==> src/rtl/toy_core_pkg.sv <==
`timescale 1ns/1ps
package toy_core_pkg;
    localparam int XLEN  = 8;
    localparam int NREG  = 8;
    localparam int RIDX  = $clog2(NREG);
    localparam int OPW   = XLEN - 2 * RIDX;
    localparam int TGTW  = XLEN - OPW;
    localparam int PAGEW = XLEN - TGTW;
    localparam int PENTW = 2 * XLEN;

    typedef enum logic [OPW-1:0] {
        OP_ADD = 2'b00,
        OP_SLL = 2'b01,
        OP_JMP = 2'b10,
        OP_NOP = 2'b11
    } opcode_e;

    typedef enum logic [1:0] {
        FS_BOOT  = 2'd0,
        FS_RUN   = 2'd1,
        FS_FLUSH = 2'd2
    } fetch_state_e;

    typedef struct packed {
        logic alu_src;
        logic alu_op;
        logic reg_write;
    } ctrl_t;

    typedef struct packed {
        ctrl_t            ctrl;
        logic [RIDX-1:0]  rd;
        logic [RIDX-1:0]  rs;
        logic [XLEN-1:0]  val_d;
        logic [XLEN-1:0]  val_s;
    } idex_t;

    typedef struct packed {
        logic             reg_write;
        logic [RIDX-1:0]  rd;
        logic [XLEN-1:0]  result;
    } exwb_t;

    function automatic ctrl_t ctrl_of(input opcode_e op);
        ctrl_t c;
        c = '0;
        unique case (op)
            OP_ADD: c = '{alu_src: 1'b0, alu_op: 1'b0, reg_write: 1'b1};
            OP_SLL: c = '{alu_src: 1'b1, alu_op: 1'b1, reg_write: 1'b1};
            OP_JMP: c = '0;
            OP_NOP: c = '0;
            default: c = '0;
        endcase
        return c;
    endfunction
endpackage

==> src/rtl/tc_fetch.sv <==
`timescale 1ns/1ps
module tc_fetch
    import toy_core_pkg::*;
#(
    parameter int                       PROG_N = 1,
    parameter logic [PENTW*PROG_N-1:0]  PROG   = '0
) (
    input  logic             clk,
    input  logic             rst_n,
    input  logic             redirect,
    input  logic [XLEN-1:0]  redirect_pc,
    output logic [XLEN-1:0]  pc,
    output logic [XLEN-1:0]  ifid_instr,
    output logic [PAGEW-1:0] ifid_page,
    output logic             ifid_valid,
    output fetch_state_e     state
);
    fetch_state_e    state_q, state_n;
    logic [XLEN-1:0] pc_q;
    logic [XLEN-1:0] pc_plus1;
    logic [XLEN-1:0] fetched;

    // State register
    always_ff @(posedge clk or negedge rst_n) begin
        if (!rst_n) state_q <= FS_BOOT;
        else        state_q <= state_n;
    end

    // Next-state logic
    always_comb begin
        state_n = state_q;
        unique case (state_q)
            FS_BOOT:  state_n = FS_RUN;
            FS_RUN:   state_n = redirect ? FS_FLUSH : FS_RUN;
            FS_FLUSH: state_n = FS_RUN;
            default:  state_n = FS_BOOT;
        endcase
    end

    // Outputs of the state machine
    always_comb begin
        ifid_valid = (state_q == FS_RUN);
        state      = state_q;
    end

    // Constant instruction memory: later list entries win, unlisted reads zero
    always_comb begin
        fetched = '0;
        for (int i = 0; i < PROG_N; i++) begin
            if (PROG[PENTW*i+XLEN +: XLEN] == pc_q)
                fetched = PROG[PENTW*i +: XLEN];
        end
    end

    assign pc_plus1 = XLEN'(pc_q + 1'b1);
    assign pc       = pc_q;

    always_ff @(posedge clk or negedge rst_n) begin
        if (!rst_n) begin
            pc_q       <= '0;
            ifid_instr <= '0;
            ifid_page  <= '0;
        end else begin
            pc_q       <= redirect ? redirect_pc : pc_plus1;
            ifid_instr <= fetched;
            ifid_page  <= pc_plus1[XLEN-1 -: PAGEW];
        end
    end
endmodule

==> src/rtl/tc_regfile.sv <==
`timescale 1ns/1ps
module tc_regfile
    import toy_core_pkg::*;
#(
    parameter logic [NREG*XLEN-1:0] REG_INIT = '0
) (
    input  logic                      clk,
    input  logic                      rst_n,
    input  logic [RIDX-1:0]           ra_a,
    input  logic [RIDX-1:0]           ra_b,
    output logic [XLEN-1:0]           rd_a,
    output logic [XLEN-1:0]           rd_b,
    input  logic                      we,
    input  logic [RIDX-1:0]           wa,
    input  logic [XLEN-1:0]           wd,
    output logic [NREG-1:0][XLEN-1:0] state
);
    logic [NREG-1:0][XLEN-1:0] regs_q;

    always_ff @(posedge clk or negedge rst_n) begin
        if (!rst_n)  regs_q     <= REG_INIT;
        else if (we) regs_q[wa] <= wd;
    end

    // Write-through so a same-cycle read sees the value being written
    assign rd_a  = (we && wa == ra_a) ? wd : regs_q[ra_a];
    assign rd_b  = (we && wa == ra_b) ? wd : regs_q[ra_b];
    assign state = regs_q;
endmodule

==> src/rtl/tc_exec.sv <==
`timescale 1ns/1ps
module tc_exec
    import toy_core_pkg::*;
(
    input  idex_t idex,
    input  exwb_t wb_q,
    output exwb_t wb_d
);
    logic            fwd_d, fwd_s;
    logic [XLEN-1:0] op_a, op_b, src_b;

    assign fwd_d = wb_q.reg_write && (wb_q.rd == idex.rd);
    assign fwd_s = wb_q.reg_write && !idex.ctrl.alu_src && (wb_q.rd == idex.rs);

    assign op_a  = fwd_d ? wb_q.result : idex.val_d;
    assign op_b  = fwd_s ? wb_q.result : idex.val_s;
    assign src_b = idex.ctrl.alu_src ? XLEN'(idex.rs) : op_b;

    always_comb begin
        wb_d.reg_write = idex.ctrl.reg_write;
        wb_d.rd        = idex.rd;
        wb_d.result    = idex.ctrl.alu_op ? XLEN'(op_a << src_b) : XLEN'(op_a + src_b);
    end
endmodule

==> src/rtl/toy_core.sv <==
`timescale 1ns/1ps
module toy_core
    import toy_core_pkg::*;
#(
    parameter int                      PROG_N   = 16,
    parameter logic [PENTW*PROG_N-1:0] PROG     = {
        16'h4936, 16'h4888, 16'h4737, 16'h463F, 16'h45FF, 16'h4036, 16'h3F85, 16'h3E79,
        16'h0736, 16'h06BE, 16'h0529, 16'h0423, 16'h030B, 16'h025A, 16'h0110, 16'h0010},
    parameter logic [NREG*XLEN-1:0]    REG_INIT = {8'd8, 8'd7, 8'd6, 8'd5, 8'd4, 8'd3, 8'd2, 8'd1}
) (
    input  logic            clk,
    input  logic            rst_n,
    input  logic [RIDX-1:0] dbg_sel,
    output logic [XLEN-1:0] dbg_data
);
    logic [XLEN-1:0]           pc;
    logic [XLEN-1:0]           ifid_instr;
    logic [PAGEW-1:0]          ifid_page;
    logic                      ifid_valid;
    fetch_state_e              fetch_state;
    logic                      jump_taken;
    logic [XLEN-1:0]           redirect_pc;
    opcode_e                   dec_op;
    ctrl_t                     dec_ctrl;
    logic [RIDX-1:0]           dec_rd, dec_rs;
    logic [XLEN-1:0]           rf_a, rf_b;
    logic [NREG-1:0][XLEN-1:0] rf_state;
    idex_t                     idex_q, idex_d;
    exwb_t                     exwb_q, exwb_d;

    tc_fetch #(.PROG_N(PROG_N), .PROG(PROG)) u_fetch (
        .clk         (clk),
        .rst_n       (rst_n),
        .redirect    (jump_taken),
        .redirect_pc (redirect_pc),
        .pc          (pc),
        .ifid_instr  (ifid_instr),
        .ifid_page   (ifid_page),
        .ifid_valid  (ifid_valid),
        .state       (fetch_state)
    );

    // Decode
    assign dec_op      = opcode_e'(ifid_instr[XLEN-1 -: OPW]);
    assign dec_rd      = ifid_instr[2*RIDX-1 -: RIDX];
    assign dec_rs      = ifid_instr[RIDX-1:0];
    assign dec_ctrl    = ifid_valid ? ctrl_of(dec_op) : '0;
    assign jump_taken  = ifid_valid && (dec_op == OP_JMP);
    assign redirect_pc = {ifid_page, ifid_instr[TGTW-1:0]};

    tc_regfile #(.REG_INIT(REG_INIT)) u_rf (
        .clk   (clk),
        .rst_n (rst_n),
        .ra_a  (dec_rd),
        .ra_b  (dec_rs),
        .rd_a  (rf_a),
        .rd_b  (rf_b),
        .we    (exwb_q.reg_write),
        .wa    (exwb_q.rd),
        .wd    (exwb_q.result),
        .state (rf_state)
    );

    always_comb begin
        idex_d.ctrl  = dec_ctrl;
        idex_d.rd    = dec_rd;
        idex_d.rs    = dec_rs;
        idex_d.val_d = rf_a;
        idex_d.val_s = rf_b;
    end

    tc_exec u_exec (
        .idex (idex_q),
        .wb_q (exwb_q),
        .wb_d (exwb_d)
    );

    always_ff @(posedge clk or negedge rst_n) begin
        if (!rst_n) begin
            idex_q <= '0;
            exwb_q <= '0;
        end else begin
            idex_q <= idex_d;
            exwb_q <= exwb_d;
        end
    end

    assign dbg_data = rf_state[dbg_sel];
endmodule

==> config.mk <==
export PLATFORM = sky130hd
export DESIGN_NAME = toy_core
export DESIGN_NICKNAME = d
export VERILOG_FILES = /design/src/rtl/toy_core_pkg.sv /design/src/rtl/tc_fetch.sv /design/src/rtl/tc_regfile.sv /design/src/rtl/tc_exec.sv /design/src/rtl/toy_core.sv
export SDC_FILE = /design/constraint.sdc
export NUM_CORES = 1
export LEC_CHECK = 0
export BUFFER_PORTS_ARGS = -buffer_cell sky130_fd_sc_hd__buf_4
export CAP_MARGIN = 20
export CORE_MARGIN = 5
export CORE_UTILIZATION = 40
export CTS_BUF_LIST = sky130_fd_sc_hd__clkbuf_4
export DETAILED_ROUTE_END_ITERATION = 12
export PLACE_DENSITY = 0.53
export SYNTH_ARGS = -nofsm -noshare
export SYNTH_HDL_FRONTEND = slang
export SYNTH_SLANG_ARGS = --single-unit
==> constraint.sdc <==
create_clock -name clk -period 3.85 [get_ports clk]
set_clock_uncertainty 0.05 [all_clocks]
set_input_delay 0.77 -clock clk [delete_from_list [all_inputs] [get_ports clk]]
set_output_delay 0.77 -clock clk [all_outputs]
set_load 0.05 [all_outputs]
==> Yosys cells after proc, flatten, opt, wreduce, memory -nomap -nowiden <==
Index checks and enable logic that the tools add are counted.
{ "word_totals": {"inputBits": 5, "regBits": 121} }
{ "classes": {"shift": 1, "n_addsub": 2, "n_mux": 36, "n_reduce_logical": 13, "order_cmp": 5, "eq_ne": 24} }
{ "ops": {"columns": ["operator", "n"], "rows": [
  ["$mux 8", 26],
  ["$bmux 8 s3", 3],
  ["$bwmux 64", 1],
  ["$eq 7x8->1 const A", 6],
  ["$eq 3x8->1 const A", 4],
  ["$demux 8 s3", 1],
  ["$eq 2x8->1 const A", 2],
  ["$eq 6x8->1 const A", 2],
  ["$lt 3x4->1 const B", 4],
  ["$eq 3x3->1", 4],
  ["$pmux 3 s3", 1],
  ["$add 8x1->8 const B", 1],
  ["$add 8x8->8", 1],
  ["$eq 1x8->1 const A", 1],
  ["$logic_not 8->1", 1],
  ["$shl 8x8->8", 1],
  ["$logic_and 1x1->1", 7],
  ["$eq 2x2->1 const B", 3],
  ["$mux 5", 1],
  ["$eq 2x1->1 const B", 2],
  ["$logic_not 2->1", 2],
  ["$pmux 2 s2", 1],
  ["$reduce_or 2->1", 2],
  ["$ge 3x1->1 const B", 1],
  ["3 further kinds", 3]
]} }

==> Depth between registers and ports, before layout <==
Gate-level depths: netlist of the first run.
{ "logic_depth": {"ltp_word": 17, "depth_mapped": 16, "mapped_depth_nobuf": 13} }

==> Hierarchy <==
A second synthesis of the first run with hierarchy kept.
{ "unflattened": {"cells_unflattened": 592, "hier_area_um2": 7641.1} }
{ "modules_own_cells": {"columns": ["module", "cells_per_inst", "area_per_inst_um2", "instances", "seq_area_each_um2"], "rows": [
  ["tc_regfile", 232, 3791.1, 1, 1617.8],
  ["toy_core", 69, 1471.4, 1, 900.9],
  ["tc_exec", 174, 1247.4, 1, 0.0],
  ["tc_fetch", 117, 1131.1, 1, 500.5]
]} }

==> Worst setup path after synthesis of the first run <==
Ideal clock, no wire load.
{ "synth_path": {"kind": "input to output", "from": "input dbg_sel[0]", "to": "output dbg_data[7]", "slack_ns": 0.389, "stages": 4, "arrival_time_ns": 2.641, "path_buffers": 2, "path_cell_list": "clkbuf_1 > buf_1 > mux4_2 > mux2_2"} }
{ "synth_between": {"elab_chain_cells": 2} }
{ "synth_rtl": {"columns": ["item", "line_no", "rtl"], "rows": [
  ["start, declared", "toy_core.sv:13", "input logic [RIDX-1:0] dbg_sel,"],
  ["$bmux 8 s3", "toy_core.sv:88", "assign dbg_data = rf_state[dbg_sel];"],
  ["$mux 8 (implied by the code)", "toy_core.sv:88", null],
  ["end, declared", "toy_core.sv:14", "output logic [XLEN-1:0] dbg_data"]
]} }
Every way passes these cells. The select of a mux whose other input is x is not followed.

==> metrics.txt, run 1 <==
Post-CTS Hold Fix Bufs=0; final wirelength=17200 µm; Post-synth EDFFs=0; final hold viol count=0; GRT Overall Usage=17.8%; Num CTS Buffers=17; Initial Util=40.9%; slew margin rel.=30.8%; DP HPWL=11600 µm; # placed instances=789; RSZ-0062 raised after global routing=false; final instance count without filler cells=822; drt first pass iters=4; die area=20500 µm²; post-synthesis average cell area=12.3 µm²; Synthesized Nets=592; PortBufs=12; vias in the first global route=4860; worst min path class=in2async; CTS clk-pin slew, worst paths=0.11 ns; IO Pins=13; Pwr per Cell Area=293 nW/µm²; Largest stage delay, worst path=0.65 ns; chip width=143 µm; GP Congestion=0.873; status=complete, no violations; top cells by area, synth=dfrtp_1, mux4_2, mux2_2; Synthesis Warnings=0; P&R area growth vs syn=9.06%; Skew-Pair Late Insertion Delay=0.53 ns; CTS tree=built; Final #Nets=600; Overflow after GRT=0; chip height=143 µm; Worst EP required=4.23 ns; maximum vdd drop=0.161 mV; crit-path cells=xor2_1 > or4_4 > mux2i_1 > o21a_2 > inv_4 > ha_1 > a21o_1 > a21oi_1 > o21ai_0 > o221ai_1 > nor3_1 > or3b_2 > o31ai_1; DR WL/cell=20.9 µm; FF-to-FF Start=idex_q[16]; max_cap viols=0; Via density=5.80; Via Count=4764; flop2flop setup slack=0.36 ns; dpl cell area=7430 µm²; largest net degree at the start of global routing=92; drt initial violations=346; Setup CP Type=reg2reg; synthesized flop and latch total=120; Reg2Reg Depth=13; CTS resizes=0; share of cells above drive strength 1=36.2%; setup bufs post-CTS=0; fmax=0.286 GHz; first-pass GRT wire length=27500 µm; Yosys cell types=67; Yosys top cell by area=dfrtp_1; DRC Markers=0; main flop type after synthesis=dfrtp_1; RR Endpoint=exwb_q[7]; # setup viols final=0; # H-tree levels=4; Critical Path Start=idex_q[16]; clk sink count=120; Max Slew Vio Count=0; synthesized instance count=575; Synth top area share=37.7%; root buf cell=clkbuf_4; Least-Margin Pin Slew=1.04 ns; row count=48; core area=17400 µm²; sequential share of the synthesized area=42.5%; leakage dissipation=3.40 nW; clock tree buffer depth=2; Design Area, Final=7740 µm²; post-route setup TNS=0 ns; Mapped Area=7100 µm²; Worst Path Arrival=3.87 ns; Slowest-stage cell, CP=or4_4; asr flop ratio synth=100%; initial antenna violation count=1; critical path peak fanout=11; remaining antenna violation count=0; crit path to=exwb_q[7]; Period Utilization, post-route=90.7%; post-route minimum period=3.49 ns; CP startpoint kind=flip-flop; Crit. End Element=flip-flop
## placed cells by master, fill, tap and decap left out, types with 3 or more instances in the layout
cell | synthesis | final
a211oi_1 | 3 | 3
a21o_1 | 3 | 3
a21oi_1 | 32 | 32
a22oi_1 | 4 | 4
and3_1 | 3 | 3
buf_4 | 1 | 31
bufinv_16 | 0 | 3
clkbuf_4 | 0 | 17
clkinv_2 | 0 | 4
clkinv_4 | 0 | 4
dfrtp_1 | 107 | 107
dfstp_2 | 13 | 13
ha_1 | 11 | 11
inv_1 | 11 | 11
mux2_2 | 77 | 77
mux2i_1 | 31 | 31
mux4_2 | 48 | 48
nand2_1 | 23 | 23
nand2b_1 | 4 | 4
nand3_1 | 9 | 9
nand4_1 | 4 | 4
nand4b_1 | 3 | 3
nor2_1 | 38 | 38
nor3_1 | 8 | 8
nor3b_1 | 5 | 5
nor4_1 | 3 | 3
o21ai_0 | 19 | 19
o21ai_1 | 3 | 3
o221ai_1 | 3 | 3
o22ai_1 | 3 | 3
xnor2_1 | 16 | 16
xor2_1 | 6 | 6
## sequential cells by signal, indices dropped and copies added, names as in the netlist
register	count
exwb_q	12
idex_q	24
u_fetch.ifid_instr	8
u_fetch.ifid_page	2
u_fetch.pc	8
u_fetch.state	2
u_rf.state	64
## how the worst min path moves through the flow
stage                           endpoint  slack [ns]  cells past startpoint       start
floorplan                     exwb_q[11]        0.28                      0  idex_q[22]
detailed placement            exwb_q[11]        0.29                      0  idex_q[22]
finish              u_fetch.ifid_page[1]        0.09                      1       rst_n
global placement              exwb_q[11]        0.29                      0  idex_q[22]
CTS                       u_rf.state[52]        0.05                      1       rst_n
global route              u_rf.state[60]        0.06                      1       rst_n
## critical path, delay by kind of cell (launching register included)
family,cells,cell delay [ns]
AO/OA/AOI/OAI,6,1.09
buffers and inverters,1,0.10
AND/OR/NAND/NOR,3,1.15
multiplexers,1,0.16
XOR/XNOR,1,0.18
flip-flops,1,0.44
adder cells (fa/ha/maj),1,0.24
## per-stage QoR
stage          utilization, %  setup slack [ns]  hold WS (ns)  power [mW]
2_1_floorplan               -             0.389         0.281        1.30
3_3_place_gp             42.8             0.469         0.285        1.34
3_5_place_dp             42.8             0.399         0.288        1.34
4_1_cts                  44.6             0.387        0.0480        2.31
5_1_grt                  44.6             0.174        0.0621        2.37
6_report                 44.6             0.357        0.0939        2.27
## metal layers
layer	vias to the layer above	global-route usage [%]	part of all wire, %
met5	-	0	0
met4	0	5.05	1.3
met3	16	3.28	3.6
met2	117	28.5	49
met1	2447	25.0	47
li1	2184	-	-
## where the power goes
group          internal (mW)  total, mW  switching (mW)
Clock                  0.453      0.961           0.508
Sequential              1.26       1.26               0
Combinational         0.0120     0.0487          0.0367
Total                   1.73       2.27           0.545
## area by class of cell
cell class	count	area [µm²]
Multi-Input combinational cell	399	3820
Clock inverter	15	178
Timing Repair Buffer	32	253
Inverter	13	53.8
Clock buffer	17	128
Antenna cell	1	2.50
Sequential cell	120	3020
Tap cell	225	282
Fill cell	1610	9620
## synth_stat cells (4+ instances only)
cell type,number
nand3_1,9
nor2_1,38
xor2_1,6
nand4_1,4
mux4_2,48
mux2_2,77
nor3_1,8
buf_6,4
a21oi_1,32
o21ai_0,19
nand2_1,23
a22oi_1,4
ha_1,11
nand2b_1,4
dfstp_2,13
mux2i_1,31
nor3b_1,5
buf_1,8
dfrtp_1,107
clkbuf_1,27
inv_1,11
xnor2_1,16
## cells by family (layout without fill, tap and decap cells)
family / count (synthesis) / in the layout / synth area share, %
xor gates and xnor gates: 22 / 22 / 2.72
AOI/OAI and AO/OA: 94 / 94 / 8.89
buffers and inverters: 56 / 77 / 3.56
adders and majority gates: 12 / 12 / 2.22
muxes: 157 / 157 / 32.0
and+or+nand+nor: 114 / 114 / 8.02
other: 0 / 1 / 0
DFF: 120 / 120 / 42.5
Power figures use the tool's default switching activity.
==> run 2: changes to the inputs <==
- CORE_UTILIZATION: 40 -> 65
- PLACE_DENSITY: 0.53 -> 0.8
==> metrics.txt, run 2 (synthesized netlist as in run 1, its figures left out) <==
row count=38 (-21%); initial antenna violation count=0 (-1); # setup viols final=0 (unchanged); drt initial violations=580 (+68%); Period Utilization, post-route=93.4% (+2.6 points); Max Slew Vio Count=0 (unchanged); chip width=114 µm (-20%); Seq pwr share=56.5% (+1.0 points); CP startpoint kind=flip-flop; most common cell after layout, fill and taps aside=dfrtp_1; DP HPWL=10900 µm (-5.8%); drt first pass iters=5 (+1); Comb pwr share=2.1% (about the same); CTS resizes=0 (unchanged); Switch Pwr=0.561 mW (+2.9%); fmax=0.278 GHz (-2.8%); Largest stage delay, worst path=0.57 ns (-0.08 ns); remaining antenna violation count=0 (unchanged); Design Area, Final=7610 µm² (-1.7%); Num CTS Buffers=17 (unchanged); Slowest-stage cell, CP=or4_4; chip height=114 µm (-20%); max reg flops=64 (unchanged); worst slack at placement=0.212 ns (-0.187 ns); Via density=6.66 (+15%); PortBufs=12 (unchanged); Crit. End Element=flip-flop; share of cells above drive strength 1=36.3% (about the same); Overflow after GRT=0 (unchanged); core area=10800 µm² (-38%); critical path peak fanout=10 (-1); leakage dissipation=3.38 nW (-0.46%); DR WL/cell=22.2 µm (+6.2%); GRT Overall Usage=26.9% (+9.0 points); die area=13100 µm² (-36%); final hold viol count=0 (unchanged); status=complete, no violations; vias in the first global route=5048 (+3.9%); IO Pins=13 (unchanged); Least-Margin Pin Slew=1.04 ns (+0.00844 ns); Via Count=4885 (+2.5%); clk sink count=120 (unchanged); Final #Nets=597 (-0.50%); post-route minimum period=3.59 ns (+0.102 ns); P&R area growth vs syn=7.19%; most frequent cells in the layout=dfrtp_1, mux2_2, mux4_2, nor2_1, a21oi_1; Skew-Pair Late Insertion Delay=0.54 ns (about the same); worst min path class=in2async; hold_ws=0.204 ns (+0.110 ns); Internal Power=1.67 mW (-3.1%); slew margin rel.=30.0% (-0.79 points); Worst Path Arrival=3.99 ns (+0.12 ns); sw frac=25.1% (+1.1 points); root buf cell=clkbuf_4; Clock Power Share=41.4% (-0.9 points); DRC Markers=0 (unchanged); dpl cell area=7290 µm² (-1.9%); Initial Util=65.7% (+25 points); RSZ-0062 raised after global routing=false; crit-path cells=xor2_1 > or4_4 > mux2i_1 > o21a_2 > inv_4 > ha_1 > a21o_1 > a21oi_1 > o21ai_0 > o221ai_1 > nor3_1 > or3b_2 > o31ai_1; CTS clk-pin slew, worst paths=0.12 ns (about the same); Pwr per Cell Area=293 nW/µm² (about the same); CTS tree=built; # H-tree levels=4 (unchanged); final instance count without filler cells=733 (-11%); # placed instances=698 (-12%); maximum vdd drop=0.363 mV (+130%); GP Congestion=0.878 (+0.52%); final worst slack=0.256 ns (-0.102 ns); first-pass GRT wire length=26600 µm (-3.2%); Worst EP required=4.25 ns (+0.02 ns); final wirelength=16300 µm (-5.3%); max_cap viols=0 (unchanged); clock tree buffer depth=2 (unchanged); Post-CTS Hold Fix Bufs=0 (unchanged); post-route setup TNS=0 ns (unchanged); largest net degree at the start of global routing=72 (-22%); Setup CP Type=reg2reg; diode count=0 (-1)
==> run 2: power groups by stage <==
stage          registers [mW]  clock network (mW)  logic, mW
2_1_floorplan            1.28                   0     0.0157
3_3_place_gp             1.28                   0     0.0488
3_5_place_dp             1.28                   0     0.0500
4_1_cts                  1.26               0.939     0.0500
5_1_grt                  1.26                1.00     0.0542
6_report                 1.26               0.924     0.0478
==> run 2: through the flow <==
| stage | total power [mW] | util, % |
|---|---|---|
| final | 2.23 | 70.5 |
| after floorplan | 1.30 | - |
| after detailed placement | 1.33 | 67.5 |
| after CTS | 2.25 | 70.3 |
| after global placement | 1.33 | 67.5 |
| after global routing | 2.32 | 70.5 |
==> run 2: final cells by class <==
class,count,area [µm²]
tap,140,175
sequential,120,3020
timing repair buffer,29,230
fill,716,3190
clock buffer,17,128
clock inverter,15,166
inverter,13,53.8
multi-input combinational,399,3830
==> run 2: final timing paths <==
path / endpoint / startpoint / slack, ns / cells after the start
min in group clk: exwb_q[11] / idex_q[22] / 0.32 / 0
max reg2reg: exwb_q[7] / exwb_q[8] / 0.26 / 13
max: exwb_q[7] / exwb_q[8] / 0.26 / 13
min reg2reg: exwb_q[11] / idex_q[22] / 0.32 / 0
max in group asynchronous: u_rf.state[17] / rst_n / 2.72 / 2
min: u_fetch.pc[1] / rst_n / 0.20 / 1
==> run 2: timing repair <==
item                                    in CTS  in global routing
setup buffers                                0                  3
endpoints found under the setup margin       0                  1
endpoints found under the hold margin        0                  0
==> run 2: critical path: cells and delay by family (launching register included) <==
kind,cells,cell delay [ns]
AOI/OAI and AO/OA,6,1.06
xor gates and xnor gates,1,0.24
adders and majority gates,1,0.29
buffers and inverters,1,0.07
DFF,1,0.53
muxes,1,0.18
and+or+nand+nor,3,1.09
==> run 2: layer usage <==
layer  global-route usage, %  vias to the layer above  routed length [µm]
met4                    9.26                        0                 397
met1                    35.9                     2478                6910
met2                    43.4                      186                8120
met5                       0                        -                   0
li1                        -                     2174                   -
met3                    6.45                       47                 832
==> run 3: changes to the inputs <==
- CORE_MARGIN: 5 -> not set
- CORE_UTILIZATION: 65 -> 55
- PLACE_DENSITY: 0.8 -> 0.71
==> metrics.txt, run 3 (synthesized netlist as in run 1, its figures left out) <==
Max Slew Vio Count=0 (unchanged); Worst EP required=4.26 ns (about the same); # setup viols final=0 (unchanged); Internal Power=1.61 mW (-3.7%); final hold viol count=0 (unchanged); IO Pins=13 (unchanged); Worst Path Arrival=4.00 ns (about the same); Initial Util=56.2% (-9.5 points); P&R area growth vs syn=7.32%; crit-path cells=nand2b_1 > or4_4 > mux2i_1 > o21a_2 > inv_4 > ha_1 > a21o_1 > a21oi_1 > o21ai_0 > o221ai_1 > nor3_1 > or3b_2 > o31ai_1; DP HPWL=11100 µm (+1.4%); status=complete, no violations; Pwr per Cell Area=284 nW/µm² (-3.4%); DR WL/cell=21.5 µm (-3.1%); Post-CTS Hold Fix Bufs=0 (unchanged); clock tree buffer depth=2 (unchanged); final instance count without filler cells=767 (+4.6%); core area=12600 µm² (+17%); PortBufs=12 (unchanged); post-route minimum period=3.60 ns (+0.00459 ns); maximum vdd drop=0.348 mV (-4.2%); most frequent cells in the layout=dfrtp_1, mux2_2, mux4_2, nor2_1, a21oi_1; share of cells above drive strength 1=36.5% (+0.21 points); drt initial violations=494 (-15%); Seq pwr share=58.4% (+1.9 points); post-route setup TNS=0 ns (unchanged); worst path buffer plus inverter count=1 (unchanged); chip width=116 µm (+0.96%); clk sink count=120 (unchanged); GRT Overall Usage=26.8% (about the same); Comb pwr share=2.3% (+0.2 points); overall power=2.16 mW (-3.3%); FF-to-FF Start=exwb_q[11]; CP startpoint kind=flip-flop; largest net degree at the start of global routing=54 (-25%); critical path peak fanout=11 (+1); fmax=0.278 GHz (-0.13%); RSZ-0062 raised after global routing=false; Switch Pwr=0.549 mW (-2.1%); Setup CP Type=reg2reg; Via Count=4942 (+1.2%); # placed instances=732 (+4.9%); slew margin rel.=31.1% (+1.1 points); die area=13400 µm² (+1.9%); root buf cell=clkbuf_4; GP Congestion=0.918 (+4.6%); final core occ=60.3% (-10 points); vias in the first global route=4813 (-4.7%); Skew-Pair Late Insertion Delay=0.56 ns (+0.02 ns); initial antenna violation count=0 (unchanged); Slowest-stage cell, CP=or4_4; chip height=116 µm (+0.96%); most common cell after layout, fill and taps aside=dfrtp_1; worst slack at placement=0.182 ns (-0.0303 ns); CTS clk-pin slew, worst paths=0.13 ns (about the same); max_cap viols=0 (unchanged); dpl cell area=7330 µm² (+0.51%); row count=41 (+7.9%); worst min path class=in2async; # H-tree levels=4 (unchanged); sw frac=25.4% (+0.31 points); Largest stage delay, worst path=0.67 ns (+0.10 ns); Critical Path Start=exwb_q[11]; final wirelength=16500 µm (+1.4%); Final #Nets=599 (+0.34%); drt first pass iters=5 (unchanged); Clock Power Share=39.4% (-2.0 points); Overflow after GRT=0 (unchanged); CP top delay family=simple AND/OR/NAND/NOR gates; CTS tree=built; Num CTS Buffers=17 (unchanged); remaining antenna violation count=0 (unchanged); Via density=6.44 (-3.3%); DRC Markers=0 (unchanged); Least-Margin Pin Slew=1.03 ns (-0.0166 ns); final worst slack=0.251 ns (-0.00459 ns); FILL cells=1060 (+48%); Crit. End Element=flip-flop; first-pass GRT wire length=26100 µm (-1.8%); Design Area, Final=7610 µm² (+0.12%); Period Utilization, post-route=93.5% (+0.12 points); diode count=0 (unchanged); max reg flops=64 (unchanged); leakage dissipation=3.36 nW (-0.67%); hold_ws=0.221 ns (+0.0169 ns)
[run 3: cell count changes in the layout (fill, tap and decap cells not counted), moves of 2 or more]
cell	change
buf_4	+3
clkinvlp_4	+3
clkbuf_4	+2
inv_6	-2
[run 3: final cells by class]
cell class	instances	area (µm²)	share of cell area, %
well taps	172	215	2.83
flip-flops and latches	120	3020	39.7
inverters	13	53.8	0.707
repair buffers	31	233	3.06
clock inverters	13	121	1.59
multi-input cells	399	3830	50.3
clock buffers	19	143	1.87
[run 3: power by group through the flow]
stage               Combinational [mW]  Sequential [mW]  Clock, mW
detailed placement              0.0511             1.28          0
global placement                0.0498             1.28          0
CTS                             0.0512             1.26      0.870
finish                          0.0490             1.26      0.850
global route                    0.0549             1.26      0.938
floorplan                       0.0157             1.28          0
[run 3: routing by layer]
layer / wire length, µm / global-route usage, % / vias up
li1: - / - / 2174
met1: 7240 / 37.4 / 2533
met2: 7850 / 40.6 / 201
met3: 1060 / 7.17 / 34
met4: 345 / 9.96 / 0
met5: 0 / 0 / -
[run 3: repair_timing]
action / CTS / global route
setup buffers: 0 / 3
gates resized for setup: 0 / 1
endpoints found under the setup margin: 0 / 1
[run 3: final timing paths]
check / end / slack (ns) / depth (start not counted)
setup / recovery: exwb_q[7] / 0.25 / 13
hold / removal: u_rf.state[23] / 0.22 / 1
setup reg to reg: exwb_q[7] / 0.25 / 13
hold reg to reg: exwb_q[11] / 0.31 / 0
max in group asynchronous: exwb_q[11] / 2.65 / 2
min in group clk: exwb_q[11] / 0.31 / 0
